--- src/rtl/osd_win_pkg.sv ---
package osd_win_pkg;
  localparam int CELL_ROWS  = 18;
  localparam int HPOS_SCALE = 6;
  localparam int VPOS_SCALE = 4;

  typedef struct packed {
    logic hEdge;
    logic vEdge;
  } syncStrobe_t;

  typedef struct packed {
    logic [1:0] resSel;
    logic [5:0] cellHeight;
    logic [7:0] vStart;
    logic [7:0] hStart;
  } winCfg_t;

  localparam winCfg_t CFG_RESET = '{resSel: 2'd0, cellHeight: 6'(CELL_ROWS),
                                    vStart: 8'd0, hStart: 8'd0};
endpackage

--- src/rtl/osd_win_ctrl.sv ---
module osd_win_ctrl
  import osd_win_pkg::*;
#(
  parameter int SYNC_STAGES = 2
) (
  input  logic        clk,
  input  logic        rst_n,
  input  logic        hFlyIn,
  input  logic        vFlyIn,
  input  logic        wrEn,
  input  logic        wrSel,
  input  logic [15:0] wrData,
  output syncStrobe_t strobe,
  output winCfg_t     cfg
);
  logic [1:0] polReg;   // [1] horizontal, [0] vertical
  winCfg_t    pendCfg;
  logic [5:0] heightIn;
  logic [1:0] flyRaw, flyPol, flyEdge;

  assign heightIn = wrData[5:0];
  assign flyRaw   = {vFlyIn, hFlyIn};
  assign flyPol   = {polReg[0], polReg[1]};

  always_ff @(posedge clk) begin
    if (!rst_n) begin
      polReg  <= 2'b11;
      pendCfg <= CFG_RESET;
    end else if (wrEn) begin
      if (!wrSel) begin
        polReg             <= wrData[15:14];
        pendCfg.resSel     <= wrData[9:8];
        pendCfg.cellHeight <= (heightIn < 6'(CELL_ROWS)) ? 6'(CELL_ROWS) : heightIn;
      end else begin
        pendCfg.vStart <= wrData[15:8];
        pendCfg.hStart <= wrData[7:0];
      end
    end
  end

  for (genvar ch = 0; ch < 2; ch++) begin : g_chan
    logic [SYNC_STAGES-1:0] syncQ;
    logic normLvl, prevLvl;

    always_ff @(posedge clk) begin
      if (!rst_n) begin
        syncQ   <= '0;
        prevLvl <= 1'b0;
      end else begin
        syncQ   <= {syncQ[SYNC_STAGES-2:0], flyRaw[ch]};
        prevLvl <= normLvl;
      end
    end

    assign normLvl     = flyPol[ch] ? syncQ[SYNC_STAGES-1] : ~syncQ[SYNC_STAGES-1];
    assign flyEdge[ch] = normLvl & ~prevLvl;
  end

  assign strobe.hEdge = flyEdge[0];
  assign strobe.vEdge = flyEdge[1];

  always_ff @(posedge clk) begin
    if (!rst_n)            cfg <= CFG_RESET;
    else if (strobe.vEdge) cfg <= pendCfg;
  end


  edge_pulse_chk: assert property (@(posedge clk) disable iff (!rst_n)
    strobe.hEdge |=> !strobe.hEdge);


  cfg_hold_chk: assert property (@(posedge clk) disable iff (!rst_n)
    !strobe.vEdge |=> $stable(cfg));


  height_floor_chk: assert property (@(posedge clk) disable iff (!rst_n)
    cfg.cellHeight >= 6'(CELL_ROWS));
endmodule

--- src/rtl/osd_win_dp.sv ---
module osd_win_dp
  import osd_win_pkg::*;
#(
  parameter int DOT_W  = 11,
  parameter int LINE_W = 11,
  parameter int CHAR_W = 8
) (
  input  logic                         clk,
  input  logic                         rst_n,
  input  syncStrobe_t                  strobe,
  input  winCfg_t                      cfg,
  output logic                         winActive,
  output logic [DOT_W-1:0]             dotCol,
  output logic [$clog2(CELL_ROWS)-1:0] glyphRow,
  output logic [CHAR_W-1:0]            charRow
);
  localparam int GLYPH_W = $clog2(CELL_ROWS);
  localparam int ACC_W   = $clog2(64 + CELL_ROWS);

  logic [DOT_W-1:0]  dotCnt, dotsPerLine;
  logic [LINE_W-1:0] lineCnt;
  logic [DOT_W+1:0]  hOff;
  logic [LINE_W+1:0] vOff;
  logic [ACC_W-1:0]  acc, accNext, heightExt;
  logic              frameSeen, lineShown;

  always_comb begin
    case (cfg.resSel)
      2'd0:    dotsPerLine = DOT_W'(640);
      2'd1:    dotsPerLine = DOT_W'(800);
      2'd2:    dotsPerLine = DOT_W'(1024);
      default: dotsPerLine = DOT_W'(1280);
    endcase
  end

  assign hOff      = (DOT_W+2)'(cfg.hStart) * (DOT_W+2)'(HPOS_SCALE);
  assign vOff      = (LINE_W+2)'(cfg.vStart) * (LINE_W+2)'(VPOS_SCALE);
  assign heightExt = ACC_W'(cfg.cellHeight);
  assign accNext   = acc + ACC_W'(CELL_ROWS);
  assign lineShown = frameSeen && ({2'b00, lineCnt} >= vOff);

  always_ff @(posedge clk) begin
    if (!rst_n) begin
      dotCnt <= '0; lineCnt <= '0; acc <= '0;
      glyphRow <= '0; charRow <= '0; frameSeen <= 1'b0;
    end else if (strobe.vEdge) begin
      dotCnt <= '0; lineCnt <= '0; acc <= '0;
      glyphRow <= '0; charRow <= '0; frameSeen <= 1'b1;
    end else if (strobe.hEdge) begin
      dotCnt <= '0;
      if (lineCnt != '1) lineCnt <= lineCnt + 1'b1;
      if (lineShown) begin
        if (accNext >= heightExt) begin
          acc <= accNext - heightExt;
          if (glyphRow == GLYPH_W'(CELL_ROWS - 1)) begin
            glyphRow <= '0;
            charRow  <= charRow + 1'b1;
          end else begin
            glyphRow <= glyphRow + 1'b1;
          end
        end else begin
          acc <= accNext;
        end
      end
    end else if (dotCnt != dotsPerLine) begin
      dotCnt <= dotCnt + 1'b1;
    end
  end

  assign winActive = lineShown && ({2'b00, dotCnt} >= hOff) && (dotCnt < dotsPerLine);
  assign dotCol    = winActive ? (dotCnt - hOff[DOT_W-1:0]) : '0;


  glyph_limit_chk: assert property (@(posedge clk) disable iff (!rst_n)
    glyphRow < GLYPH_W'(CELL_ROWS));


  glyph_hold_chk: assert property (@(posedge clk) disable iff (!rst_n)
    (!strobe.hEdge && !strobe.vEdge) |=> $stable(glyphRow));


  dot_ceiling_chk: assert property (@(posedge clk) disable iff (!rst_n)
    dotCnt <= dotsPerLine);


  col_step_chk: assert property (@(posedge clk) disable iff (!rst_n)
    (winActive && !strobe.hEdge && !strobe.vEdge) |=>
      (!winActive || dotCol == $past(dotCol) + DOT_W'(1)));


  restart_chk: assert property (@(posedge clk) disable iff (!rst_n)
    strobe.vEdge |=> (glyphRow == '0 && charRow == '0));
endmodule

--- src/rtl/osd_window_gen.sv ---
module osd_window_gen
  import osd_win_pkg::*;
#(
  parameter int SYNC_STAGES = 2,
  parameter int DOT_W       = 11,
  parameter int LINE_W      = 11,
  parameter int CHAR_W      = 8
) (
  input  logic                         clk,
  input  logic                         rst_n,
  input  logic                         hFlyIn,
  input  logic                         vFlyIn,
  input  logic                         wrEn,
  input  logic                         wrSel,
  input  logic [15:0]                  wrData,
  output logic                         winActive,
  output logic [DOT_W-1:0]             dotCol,
  output logic [$clog2(CELL_ROWS)-1:0] glyphRow,
  output logic [CHAR_W-1:0]            charRow
);
  syncStrobe_t strobe;
  winCfg_t     cfg;

  osd_win_ctrl #(.SYNC_STAGES(SYNC_STAGES)) u_ctrl (
    .clk(clk), .rst_n(rst_n), .hFlyIn(hFlyIn), .vFlyIn(vFlyIn),
    .wrEn(wrEn), .wrSel(wrSel), .wrData(wrData),
    .strobe(strobe), .cfg(cfg)
  );

  osd_win_dp #(.DOT_W(DOT_W), .LINE_W(LINE_W), .CHAR_W(CHAR_W)) u_dp (
    .clk(clk), .rst_n(rst_n), .strobe(strobe), .cfg(cfg),
    .winActive(winActive), .dotCol(dotCol), .glyphRow(glyphRow), .charRow(charRow)
  );
endmodule

--- config.mk ---
export PLATFORM = sky130hd
export DESIGN_NAME = osd_window_gen
export DESIGN_NICKNAME = d
export VERILOG_FILES = /design/src/rtl/osd_win_pkg.sv /design/src/rtl/osd_win_ctrl.sv /design/src/rtl/osd_win_dp.sv /design/src/rtl/osd_window_gen.sv
export SDC_FILE = /design/constraint.sdc
export NUM_CORES = 1
export LEC_CHECK = 0
export ABC_AREA = 1
export BUFFER_PORTS_ARGS = -buffer_cell sky130_fd_sc_hd__buf_2
export CAP_MARGIN = 15
export CORE_ASPECT_RATIO = 1.25
export CORE_MARGIN = 4
export CORE_UTILIZATION = 35
export DETAILED_ROUTE_END_ITERATION = 6
export GPL_ROUTABILITY_DRIVEN = 1
export PLACE_DENSITY_LB_ADDON = 0.12
export SYNTH_ARGS = -nofsm -noshare
export SYNTH_HDL_FRONTEND = slang
export SYNTH_SLANG_ARGS = --single-unit
--- constraint.sdc ---
create_clock -name clk -period 2.7 [get_ports clk]
set_clock_uncertainty 0.1 [all_clocks]
set_input_delay 0.135 -clock clk [delete_from_list [all_inputs] [get_ports clk]]
set_output_delay 0.135 -clock clk [all_outputs]
set_load 0.05 [all_outputs]
==> metrics.md <==
| Metric | Value |
|---|---|
| Largest net degree at the start of global routing | slightly below 50 |
| Slew at the pin closest to its max-slew limit | roughly 0.55 ns |
| Final setup viols | 12 |
| Final nets | 946 |
| Hold Path Class | in -> reg |
| Worst Path Required | 2.47 ns |
| Diodes inserted | 0 |
| Final Hold Fails | 0 |
| Cells after Synth | 768 |
| Distinct cells, synth | 43 |
| Core area | about 0.016 sq mm |
| Top-Level Pins | 47 |
| Fin Hold WS | about 0.15 ns |
| Clock buffer depth | 2 |
| Clock period minus final worst setup slack | approximately 3.5 ns |
| Ranking of synthesized cells by area | dfxtp_1 (35%), nand2_1 (10%), ha_1 (10%), a21oi_1 (7.1%), inv_1 (5.9%) |
| DRC violations left | 0 |
| Post-Syn Nets | roughly 840 |
| Antenna violations before repair | 0 |
| Vias | between 5k and 6k |
| Drt wl/cell | 12.12 um |
| Syn_area_per_cell | 7.317 sq um |
| Detail Route Antenna Nets | 0 |
| R2R cell count | 14 |
| Mapped cell area | 0.005619 sq mm |
| Max_slew headroom | 63.18% |
| Vias in the first global route | 5088 |
| Row count | 51 |
| Yosys warnings | 0 |
| Main flop type after synthesis | dfxtp_1 |
| GRT Overall Usage | 15.64% |
| Setup crit end kind | primary output |
| FMAX | 283.7 MHz |
| DPL Wire Length | 10.01 mm |
| First-pass GRT wire length | 23.24 mm |
| Proportion of layout cells with a drive suffix above 1 | 18.50% |
| Async S/R FF share, synth | 0% |
| Worst setup margin | -0.8245 ns |
| Cell area after layout | approximately 0.007 sq mm |
| Cell Pwr Density | 535.7 mW/mm^2 |
| MaxCap Viol Count | 0 |
| Post-synth EDFFs | 0 |
| Drt total wl | between 10 and 15 mm |
| Hold depth | 4 |
| Failing checks | negative setup slack |
| CTS tree | yes |
| Top-area cell type share of the netlist area | a little over a third |
| Sequential share of the synthesized area | approximately a third |
| Clock latency at the later pin of the worst-skew pair | 0.35 ns |
| DR vias/cell | 4.674 |
| Worst slack at placement | -0.5208 ns |
| Die Y | 149.7 um |
| CTS Buf Count | 9 |
| Critical path class | reg -> out |
| FF-to-FF setup slack | 0.26 ns |
| Leakage | between 3 and 4 nW |
| Gp weighted congestion | roughly 0.84 |
| Die area | 0.01816 sq mm |
| Crit Path Max Fanout | 7 |
| Initial Util | 35.80% |
| Port bufs | 46 |
| RSZ-0062 raised after global routing | true |
| Layout area overhead | 26.48% |
| Detailed Route Iter0 Violations | 157 |
| Reg clk slew, reported paths | about 0.070 ns |
| Setup_tns | -9.537 ns |
| Max Slew Vio Count | 0 |
| Cell taking the most area after synthesis | dfxtp_1 |
| Status | finished, violations left |
| Clock tree sinks | 99 |
| Die W | 121.3 um |
| Pwr Total | 3.807 mW |
| Post-DP Area | 0.006461 sq mm |
| Number of H-tree levels | 3 |
| Worst vdd ir | 0.0003223 V |
| Pre-antenna DRT Iters | 4 |
| Critical Path Source Type | flop |
| CP Data Arrival Time | 3.29 ns |
| Final period util | 130.5% |
| CTS Root Buffer Type | clkbuf_16 |
| Commonest cells after routing, fill and taps aside | nand2_1 (156), dfxtp_1 (98), inv_1 (89) |
| GRT overflow | 0 |
| Yosys reg bits | just under 100 |
| Commonest non-fill, non-tap cell in the layout | nand2_1 |
==> layout make-up <==
class,count,area (sq um)
multi-input cells,555,3302
well taps,212,265.3
clock buffers,10,229.0
flip-flops and latches,99,1986
repair buffers,115,890.9
inverters,96,362.8
fillers,1609,8591
clock inverters,6,71.32
==> through the flow <==
stage | std cells | util [%]
CTS | 1092 | 45.07
global placement | 1054 | 41.16
floorplan | 768 | -
detailed placement | 1054 | 41.16
finish | 1093 | 45.27
global route | 1093 | 45.27
==> layer usage <==
metal	vias to the layer above	wire, um	track usage (%)
li1	2718	-	-
met1	2318	5965	18.84
met2	51	6680	27.66
met3	22	264	2.571
met4	0	332	6.110
met5	-	0	0
==> state kept, by name, summed over array words and instances, names as in the netlist <==
name / cells
u_dp.lineCnt: 11
u_ctrl.polReg: 2
u_dp.glyphRow: 5
u_dp.frameSeen: 1
u_ctrl.pendCfg: 24
u_ctrl.g_chan.syncQ: 4
u_dp.dotCnt: 11
u_dp.acc: 7
u_ctrl.cfg: 24
u_dp.charRow: 8
u_ctrl.g_chan.prevLvl: 2
==> timing repair <==
action                                  in CTS  in global routing
resized for setup                           32                  9
endpoints found under the setup margin      12                 20
buffers inserted                             5                  2
pin swaps                                    1                  5
hold endpoints to repair                    25                  0
hold buffers                                18                  0
==> kinds of logic after synthesis <==
kind of cell	after synthesis	share of synthesized area, %
DFF	99	35.27
adders and majority gates	48	11.09
and+or+nand+nor	311	24.98
AOI/OAI and AO/OA	160	15.16
buffers and inverters	114	7.883
xor gates and xnor gates	36	5.611
==> report_power, final <==
group	internal, mW	leakage [nW]	total, mW	switching, mW
clock network	0.727	0.140	1.32	0.589
registers	1.53	0.808	1.57	0.0391
logic	0.371	2.26	0.923	0.552
total	2.63	3.21	3.81	1.18
==> worst max-delay path: stages (launching register included) <==
cell and delay, ns:
dfxtp_4 0.36, ha_4 0.16, fa_2 0.35, a21oi_2 0.14, o21ai_2 0.08, a21oi_2 0.11, o21bai_1 0.09, xor2_1 0.15
ha_1 0.34, nand2_2 0.08, nor2_2 0.13, nand4_1 0.10, nor3_2 0.18, nor2_2 0.08, nor2_4 0.11, inv_4 0.08
buf_4 0.14, nor2_4 0.10, buf_6 0.16
==> cell usage after synthesis (all sizes together), types with 2 or more instances <==
cell type	number
a211oi	2
a21oi	81
a31oi	2
buf	5
clkbuf	13
clkinv	2
dfxtp	99
fa	3
ha	45
inv	94
nand2	164
nand3	33
nand3b	2
nand4	8
nor2	93
nor3	8
o211ai	3
o21a	2
o21ai	61
o21bai	4
xnor2	15
xor2	21
==> worst paths after layout <==
path	startpoint	to
max	u_ctrl.cfg[1]	dotCol[0]
min	wrSel	u_ctrl.pendCfg[16]
max reg2reg	u_dp.acc[1]	u_dp.charRow[7]
min reg2reg	u_ctrl.g_chan[1].syncQ[0]	u_ctrl.g_chan[1].syncQ[1]
Note: power is estimated with default switching activity, not from simulation.
